[config.mk]
export PLATFORM = sky130hd
export DESIGN_NAME = ivt_top
export DESIGN_NICKNAME = d
export VERILOG_FILES = /design/src/rtl/ivt_pkg.sv /design/src/rtl/ivt_prescale.sv /design/src/rtl/ivt_counter.sv /design/src/rtl/ivt_ctrl_fsm.sv /design/src/rtl/ivt_regs.sv /design/src/rtl/ivt_top.sv
export SDC_FILE = /design/constraint.sdc
export NUM_CORES = 1
export LEC_CHECK = 0
export ABC_AREA = 1
export ABC_CLOCK_PERIOD_IN_PS = 6500
export CAP_MARGIN = 30
export CORE_UTILIZATION = 45
export DETAILED_ROUTE_END_ITERATION = 8
export PLACE_DENSITY_LB_ADDON = 0.08
export SLEW_MARGIN = 20
export SYNTH_ARGS = -nofsm -noshare
export SYNTH_HDL_FRONTEND = slang
export SYNTH_HIERARCHICAL = 1
export SYNTH_SLANG_ARGS = --single-unit
export TNS_END_PERCENT = 30
[constraint.sdc]
create_clock -name clk -period 6.5 [get_ports clk]
set_clock_uncertainty 0.05 [all_clocks]
set_input_delay 1.3 -clock clk [delete_from_list [all_inputs] [get_ports clk]]
set_output_delay 1.3 -clock clk [all_outputs]
set_load 0.005 [all_outputs]
[src/rtl/ivt_pkg.sv]
package ivt_pkg;
    localparam int DATA_W = 32;
    localparam int ADDR_W = 2;
    localparam int PRES_W = 3;

    localparam logic [ADDR_W-1:0] A_CTRL = 2'd0;
    localparam logic [ADDR_W-1:0] A_IVAL = 2'd1;
    localparam logic [ADDR_W-1:0] A_CUR  = 2'd2;
    localparam logic [ADDR_W-1:0] A_STAT = 2'd3;

    localparam int B_EN   = 0;
    localparam int B_RLD  = 1;
    localparam int B_SRC  = 2;
    localparam int B_PRES = 4;
    localparam int B_MODE = 7;

    typedef enum logic [1:0] {
        ST_IDLE   = 2'd0,
        ST_RUN    = 2'd1,
        ST_COOL_A = 2'd2,
        ST_COOL_B = 2'd3
    } ivt_state_e;

    typedef struct packed {
        logic              mode;
        logic [PRES_W-1:0] pres;
        logic [1:0]        src;
    } ivt_cfg_t;
endpackage

[src/rtl/ivt_prescale.sv]
module ivt_prescale
    import ivt_pkg::*;
(
    input  logic              clk,
    input  logic              rst_n,
    input  logic              tick_lo,
    input  logic              tick_hi,
    input  logic [1:0]        src_sel,
    input  logic [PRES_W-1:0] pres_sel,
    input  logic              run,
    input  logic              clr,
    output logic              step
);
    localparam int PC_W = (1 << PRES_W) - 1;

    logic [PC_W-1:0] pre_cnt;
    logic [PC_W-1:0] mask;
    logic            src_tick;

    // Terminal count for divide-by-2^p is a run of p ones.
    for (genvar i = 0; i < PC_W; i++) begin : g_mask
        assign mask[i] = (pres_sel > PRES_W'(i));
    end

    always_comb begin
        unique case (src_sel)
            2'b00:   src_tick = tick_lo;
            2'b01:   src_tick = tick_hi;
            default: src_tick = 1'b0;
        endcase
    end

    // pre_cnt may exceed mask after a prescale change mid-run; >= wraps it.
    assign step = run & src_tick & (pre_cnt >= mask);

    always_ff @(posedge clk) begin
        if (!rst_n) begin
            pre_cnt <= '0;
        end else if (clr) begin
            pre_cnt <= '0;
        end else if (run && src_tick) begin
            pre_cnt <= step ? '0 : pre_cnt + 1'b1;
        end
    end
endmodule

[src/rtl/ivt_counter.sv]
module ivt_counter #(
    parameter int CNT_W = 32
) (
    input  logic             clk,
    input  logic             rst_n,
    input  logic             load,
    input  logic             dec,
    input  logic [CNT_W-1:0] load_val,
    output logic [CNT_W-1:0] value,
    output logic             zero,
    output logic             one
);
    always_ff @(posedge clk) begin
        if (!rst_n) begin
            value <= '0;
        end else if (load) begin
            value <= load_val;
        end else if (dec) begin
            value <= value - 1'b1;
        end
    end

    assign zero = (value == '0);
    assign one  = (value == CNT_W'(1));
endmodule

[src/rtl/ivt_ctrl_fsm.sv]
module ivt_ctrl_fsm
    import ivt_pkg::*;
(
    input  logic clk,
    input  logic rst_n,
    input  logic ctl_wr,
    input  logic wr_en_bit,
    input  logic wr_rld_bit,
    input  logic rld_busy,
    input  logic mode_single,
    input  logic step,
    input  logic cnt_zero,
    input  logic cnt_one,
    output logic run,
    output logic cnt_load,
    output logic cnt_dec,
    output logic pre_clr,
    output logic hit,
    output logic reload_go
);
    ivt_state_e state, nxt;
    logic start_ok, stop_req;

    always_ff @(posedge clk) begin : state_reg
        if (!rst_n) state <= ST_IDLE;
        else        state <= nxt;
    end

    always_comb begin : decode
        start_ok  = ctl_wr & wr_en_bit  & (state == ST_IDLE);
        stop_req  = ctl_wr & ~wr_en_bit & (state == ST_RUN);
        reload_go = ctl_wr & wr_rld_bit & ~rld_busy;
    end

    always_comb begin : next_state
        nxt = state;
        unique case (state)
            ST_IDLE:   if (start_ok) nxt = ST_RUN;
            ST_RUN: begin
                if (stop_req)
                    nxt = ST_COOL_A;
                else if (mode_single && (hit || (cnt_zero && !reload_go)))
                    nxt = ST_COOL_A;
            end
            ST_COOL_A: nxt = ST_COOL_B;
            ST_COOL_B: nxt = ST_IDLE;
            default:   nxt = ST_IDLE;
        endcase
    end

    always_comb begin : outputs
        run      = (state == ST_RUN);
        cnt_load = reload_go
                 | (start_ok & cnt_zero)
                 | (run & ~stop_req & cnt_zero & ~mode_single);
        cnt_dec  = run & ~stop_req & step & ~cnt_zero & ~cnt_load;
        pre_clr  = cnt_load | start_ok | ~run;
        hit      = cnt_dec & cnt_one;
    end
endmodule

[src/rtl/ivt_regs.sv]
module ivt_regs
    import ivt_pkg::*;
#(
    parameter int CNT_W = 32
) (
    input  logic              clk,
    input  logic              rst_n,
    input  logic              reg_wr,
    input  logic [ADDR_W-1:0] reg_addr,
    input  logic [DATA_W-1:0] reg_wdata,
    input  logic              run,
    input  logic              reload_go,
    input  logic              hit,
    input  logic [CNT_W-1:0]  cur,
    output ivt_cfg_t          cfg,
    output logic [CNT_W-1:0]  interval,
    output logic              pend,
    output logic              ie,
    output logic              rld_busy,
    output logic              ctl_wr,
    output logic              wr_en_bit,
    output logic              wr_rld_bit,
    output logic [DATA_W-1:0] reg_rdata
);
    logic ival_wr, stat_wr;

    assign ctl_wr     = reg_wr & (reg_addr == A_CTRL);
    assign ival_wr    = reg_wr & (reg_addr == A_IVAL);
    assign stat_wr    = reg_wr & (reg_addr == A_STAT);
    assign wr_en_bit  = reg_wdata[B_EN];
    assign wr_rld_bit = reg_wdata[B_RLD];

    always_ff @(posedge clk) begin
        if (!rst_n) begin
            cfg      <= '{mode: 1'b0, pres: '0, src: 2'b01};
            interval <= '0;
            ie       <= 1'b0;
            pend     <= 1'b0;
            rld_busy <= 1'b0;
        end else begin
            rld_busy <= reload_go;
            if (ctl_wr) begin
                cfg.mode <= reg_wdata[B_MODE];
                cfg.pres <= reg_wdata[B_PRES +: PRES_W];
                cfg.src  <= reg_wdata[B_SRC +: 2];
            end
            if (ival_wr) interval <= reg_wdata[CNT_W-1:0];
            if (stat_wr) ie <= reg_wdata[1];
            if (hit)
                pend <= 1'b1;
            else if (stat_wr && reg_wdata[0])
                pend <= 1'b0;
        end
    end

    always_comb begin
        reg_rdata = '0;
        unique case (reg_addr)
            A_CTRL: begin
                reg_rdata[B_EN]             = run;
                reg_rdata[B_RLD]            = rld_busy;
                reg_rdata[B_SRC +: 2]       = cfg.src;
                reg_rdata[B_PRES +: PRES_W] = cfg.pres;
                reg_rdata[B_MODE]           = cfg.mode;
            end
            A_IVAL:  reg_rdata = DATA_W'(interval);
            A_CUR:   reg_rdata = DATA_W'(cur);
            A_STAT:  reg_rdata[1:0] = {ie, pend};
            default: reg_rdata = '0;
        endcase
    end
endmodule

[src/rtl/ivt_top.sv]
module ivt_top
    import ivt_pkg::*;
#(
    parameter int CNT_W = 32
) (
    input  logic              clk,
    input  logic              rst_n,
    input  logic              reg_wr,
    input  logic [ADDR_W-1:0] reg_addr,
    input  logic [DATA_W-1:0] reg_wdata,
    output logic [DATA_W-1:0] reg_rdata,
    input  logic              tick_lo,
    input  logic              tick_hi,
    output logic              irq
);
    ivt_cfg_t         cfg;
    logic [CNT_W-1:0] interval, cur;
    logic             pend, ie, rld_busy;
    logic             ctl_wr, wr_en_bit, wr_rld_bit;
    logic             run, cnt_load, cnt_dec, pre_clr, hit, reload_go;
    logic             step, cnt_zero, cnt_one;

    ivt_regs #(.CNT_W(CNT_W)) i_regs (
        .clk(clk), .rst_n(rst_n), .reg_wr(reg_wr), .reg_addr(reg_addr),
        .reg_wdata(reg_wdata), .run(run), .reload_go(reload_go), .hit(hit),
        .cur(cur), .cfg(cfg), .interval(interval), .pend(pend), .ie(ie),
        .rld_busy(rld_busy), .ctl_wr(ctl_wr), .wr_en_bit(wr_en_bit),
        .wr_rld_bit(wr_rld_bit), .reg_rdata(reg_rdata)
    );

    ivt_ctrl_fsm i_fsm (
        .clk(clk), .rst_n(rst_n), .ctl_wr(ctl_wr), .wr_en_bit(wr_en_bit),
        .wr_rld_bit(wr_rld_bit), .rld_busy(rld_busy), .mode_single(cfg.mode),
        .step(step), .cnt_zero(cnt_zero), .cnt_one(cnt_one), .run(run),
        .cnt_load(cnt_load), .cnt_dec(cnt_dec), .pre_clr(pre_clr), .hit(hit),
        .reload_go(reload_go)
    );

    ivt_prescale i_pre (
        .clk(clk), .rst_n(rst_n), .tick_lo(tick_lo), .tick_hi(tick_hi),
        .src_sel(cfg.src), .pres_sel(cfg.pres), .run(run), .clr(pre_clr),
        .step(step)
    );

    ivt_counter #(.CNT_W(CNT_W)) i_cnt (
        .clk(clk), .rst_n(rst_n), .load(cnt_load), .dec(cnt_dec),
        .load_val(interval), .value(cur), .zero(cnt_zero), .one(cnt_one)
    );

    assign irq = pend & ie;
endmodule

==> metrics.md <==
| Metric | Value |
|---|---|
| H-tree depth | `3` |
| Finished Layout Cells | `1031` |
| Area of the multi-input gates | `0.003187 sq mm` |
| Total Routing Usage GR | `24.99%` |
| Reg area | `0.001642 sq mm` |
| Number of I/O port buffers | `71` |
| Worst Path Max Fanout | `24` |
| Setup ws final | `1729 ps` |
| Fill cell count | `1133` |
| DR WL/cell | `14.50 microns` |
| Syn nets | `885` |
| # Post-CTS Setup Buffers | `0` |
| Flops & latches, synth | `82` |
| CTS Hold Bufs | `0` |
| Placed cell areas | `0.006071 sq mm` |
| DP Worst Slack | `1699 ps` |
| Initial Util | `46.28%` |
| Area delta synth->final | `20.08%` |
| Critical path class | `in -> out` |
| Clock transition at path regs | `60 ps` |
| YS warnings | `6` |
| GP Congestion | `0.8908` |
| Post-DP HPWL | `11100 microns` |
| Pwr/cell area | `343.2 mW/mm^2` |
| Sequential Power Share | `27.7%` |
| Setup TNS | `0 ps` |
| Hold Path Class | `reg -> reg` |
| Final ANT Viol Nets | `0` |
| Status | `finished clean` |
| Mapped Cells | `827` |
| Vias | `5427` |
| Chip Width | `110.6 microns` |
| CP endpoint kind | `output pin` |
| CP required | `5150 ps` |
| Worst-Margin Slew | `818.3 ps` |
| Count of pins over their slew limit | `0` |
| R2R cell count | `17` |
| Final design utilization | `55.58%` |
| Die height | `110.6 microns` |
| Register area share after synthesis | `30.93%` |
| Flop2flop setup slack | `2800 ps` |
| CP delay by family, top | `buffers and inverters` |
| # DRC | `0` |
| Num CTS Buffers | `9` |
| Antenna violations before repair | `0` |
| Core Rows | `39` |
| Max VDD drop | `0.1633 mV` |
| Slowest stage cell, crit path | `inv_1` |
| Count of final setup violators | `0` |
| Worst Path Buf+Inv | `4` |
| Crit path depth | `6` |
| Core box area | `0.01147 sq mm` |
| Hold depth | `2` |
| Placed cells | `1014` |
| Largest regs | `i_cnt/value x32, i_regs/interval x32, i_pre/pre_cnt x7` |
| Num ports | `72` |
| Drt first pass iters | `7` |
| CTS tree | `done` |
| Type of element launching the critical path | `input pin` |
| Share of cells above drive strength 1 | `9.122%` |
| Mapped Avg Cell Area | `6.418 sq um` |
| Worst hold slack | `433.4 ps` |
| Post-DR vias/cell | `5.264` |
| Combinational fraction of design power | `49.3%` |
| Fmax | `0.2096 GHz` |
| Largest net degree at the start of global routing | `38` |
| Post-Route WL | `14950 microns` |
| Synthesized area | `0.005308 sq mm` |
| Max-cap violation count | `0` |
| Ant diodes | `0` |
| Crit path arrival time | `3420 ps` |
| Hold Fails Final Rpt | `0` |
| Tmin final | `4771 ps` |
| Worst rel slew slack | `45.38%` |
| GRT overflow | `0` |
| Initial DRC Count | `448` |
| Synth unique cells | `41` |
| CTS resizes | `0` |
| Internal power | `1.222 mW` |
| Psw | `965.6 uW` |
| RSZ-0062 raised after global routing | `no` |
| Tcrit/Tclk final | `73.40%` |
| Crit-path max cell delay | `600 ps` |
| Nets@finish | `941` |
| Leakage | `2.686 nW` |
| Critical path, cell by cell | `clkdlybuf4s50_1 > inv_1 > ha_1 > inv_1 > a21oi_1 > clkdlybuf4s50_1` |
| Worst-skew pair later-pin latency | `350 ps` |
| Vias in the first global route | `4988` |
| Pwr Total | `2.187 mW` |
| Final instance area | `0.006374 sq mm` |
| Full die area | `0.01223 sq mm` |
| Clock share of power | `23.0%` |
| Clk buf depth | `2` |
| Switching Fraction | `44.15%` |
| Number of clock sinks | `82` |
| Root Driver | `clkbuf_16` |
| First-pass GRT wire length | `24710 microns` |
[worst register-to-register path, delay by kind of cell, from the launching register on]
family | cells | cell delay, ps
and+or+nand+nor | 9 | 1480
DFF | 1 | 400
adders and majority gates | 1 | 280
buffers and inverters | 5 | 1100
AOI/OAI and AO/OA | 2 | 310
[Yosys cell counts (all sizes together)]
cell type | count | area share [%]
inv | 80 | 5.7
o211ai | 1 | 0.14
nor4 | 1 | 0.12
ha | 19 | 4.5
buf | 22 | 2.5
xnor2 | 2 | 0.33
a21o | 2 | 0.33
nor3 | 4 | 0.38
o21ai | 53 | 5.1
nand2 | 219 | 17
dfxtp | 82 | 31
clkinv | 1 | 0.094
a31oi | 6 | 0.71
clkbuf | 11 | 0.78
nand4 | 10 | 1.3
a22oi | 21 | 3.0
nor2 | 166 | 14
nand3 | 59 | 6.0
nand3b | 1 | 0.14
and2 | 1 | 0.12
or2 | 1 | 0.12
o21bai | 5 | 0.78
a21oi | 57 | 5.4
xor2 | 3 | 0.50
[power by group through the flow]
stage | logic, mW | registers (mW) | clock network, mW
finish | 1.08 | 0.606 | 0.503
global route | 1.23 | 0.615 | 0.534
CTS | 1.07 | 0.605 | 0.514
detailed placement | 1.06 | 0.616 | 0
global placement | 1.04 | 0.615 | 0
floorplan | 0.836 | 0.596 | 0
[worst paths after layout]
kind,endpoint,startpoint
worst min-delay path,i_regs/ie$_SDFFE_PN0P_,i_regs/ie$_SDFFE_PN0P_
worst min register to register,i_regs/ie$_SDFFE_PN0P_,i_regs/ie$_SDFFE_PN0P_
worst max register to register,i_cnt/value[13]$_SDFFE_PN0P_,i_cnt/value[0]$_SDFFE_PN0P_
worst max-delay path,reg_rdata[21],reg_addr[0]
[logic make-up after synthesis]
family | Yosys count | synth area share (%)
buf+inv | 114 | 9.029
fa+ha+maj | 19 | 4.479
compound gates | 145 | 15.44
simple gates | 462 | 39.30
xor+xnor | 5 | 0.8252
flops | 82 | 30.93
[placed cells by master (no fill, tap or decap), drive strengths merged, types with 7 or more instances in the layout]
cell	Yosys	routed
ha	19	19
inv	80	80
nand2	219	219
nor2	166	166
a22oi	21	21
buf	22	7
a21oi	57	57
clkbuf	11	11
nand3	59	59
dfxtp	82	82
o21ai	53	53
nand4	10	10
clkdlybuf4s50	0	71
[layer usage]
layer	GRT usage (%)	up-vias	part of all wire [%]
li1	-	2781	-
met1	34.83	2453	48
met2	37.64	168	43
met3	5.982	25	7.1
met4	8.444	0	1.6
met5	0	-	0
[area by class of cell]
type / count / share of cell area, %
Clock buffer: 11 / 3.651
Inverter: 81 / 4.829
Clock inverter: 5 / 0.8638
Tap cell: 143 / 2.807
Timing Repair Buffer: 78 / 12.09
Sequential cell: 82 / 25.76
Multi-Input combinational cell: 631 / 50.00
No activity file was read; power rests on OpenSTA's default activity.
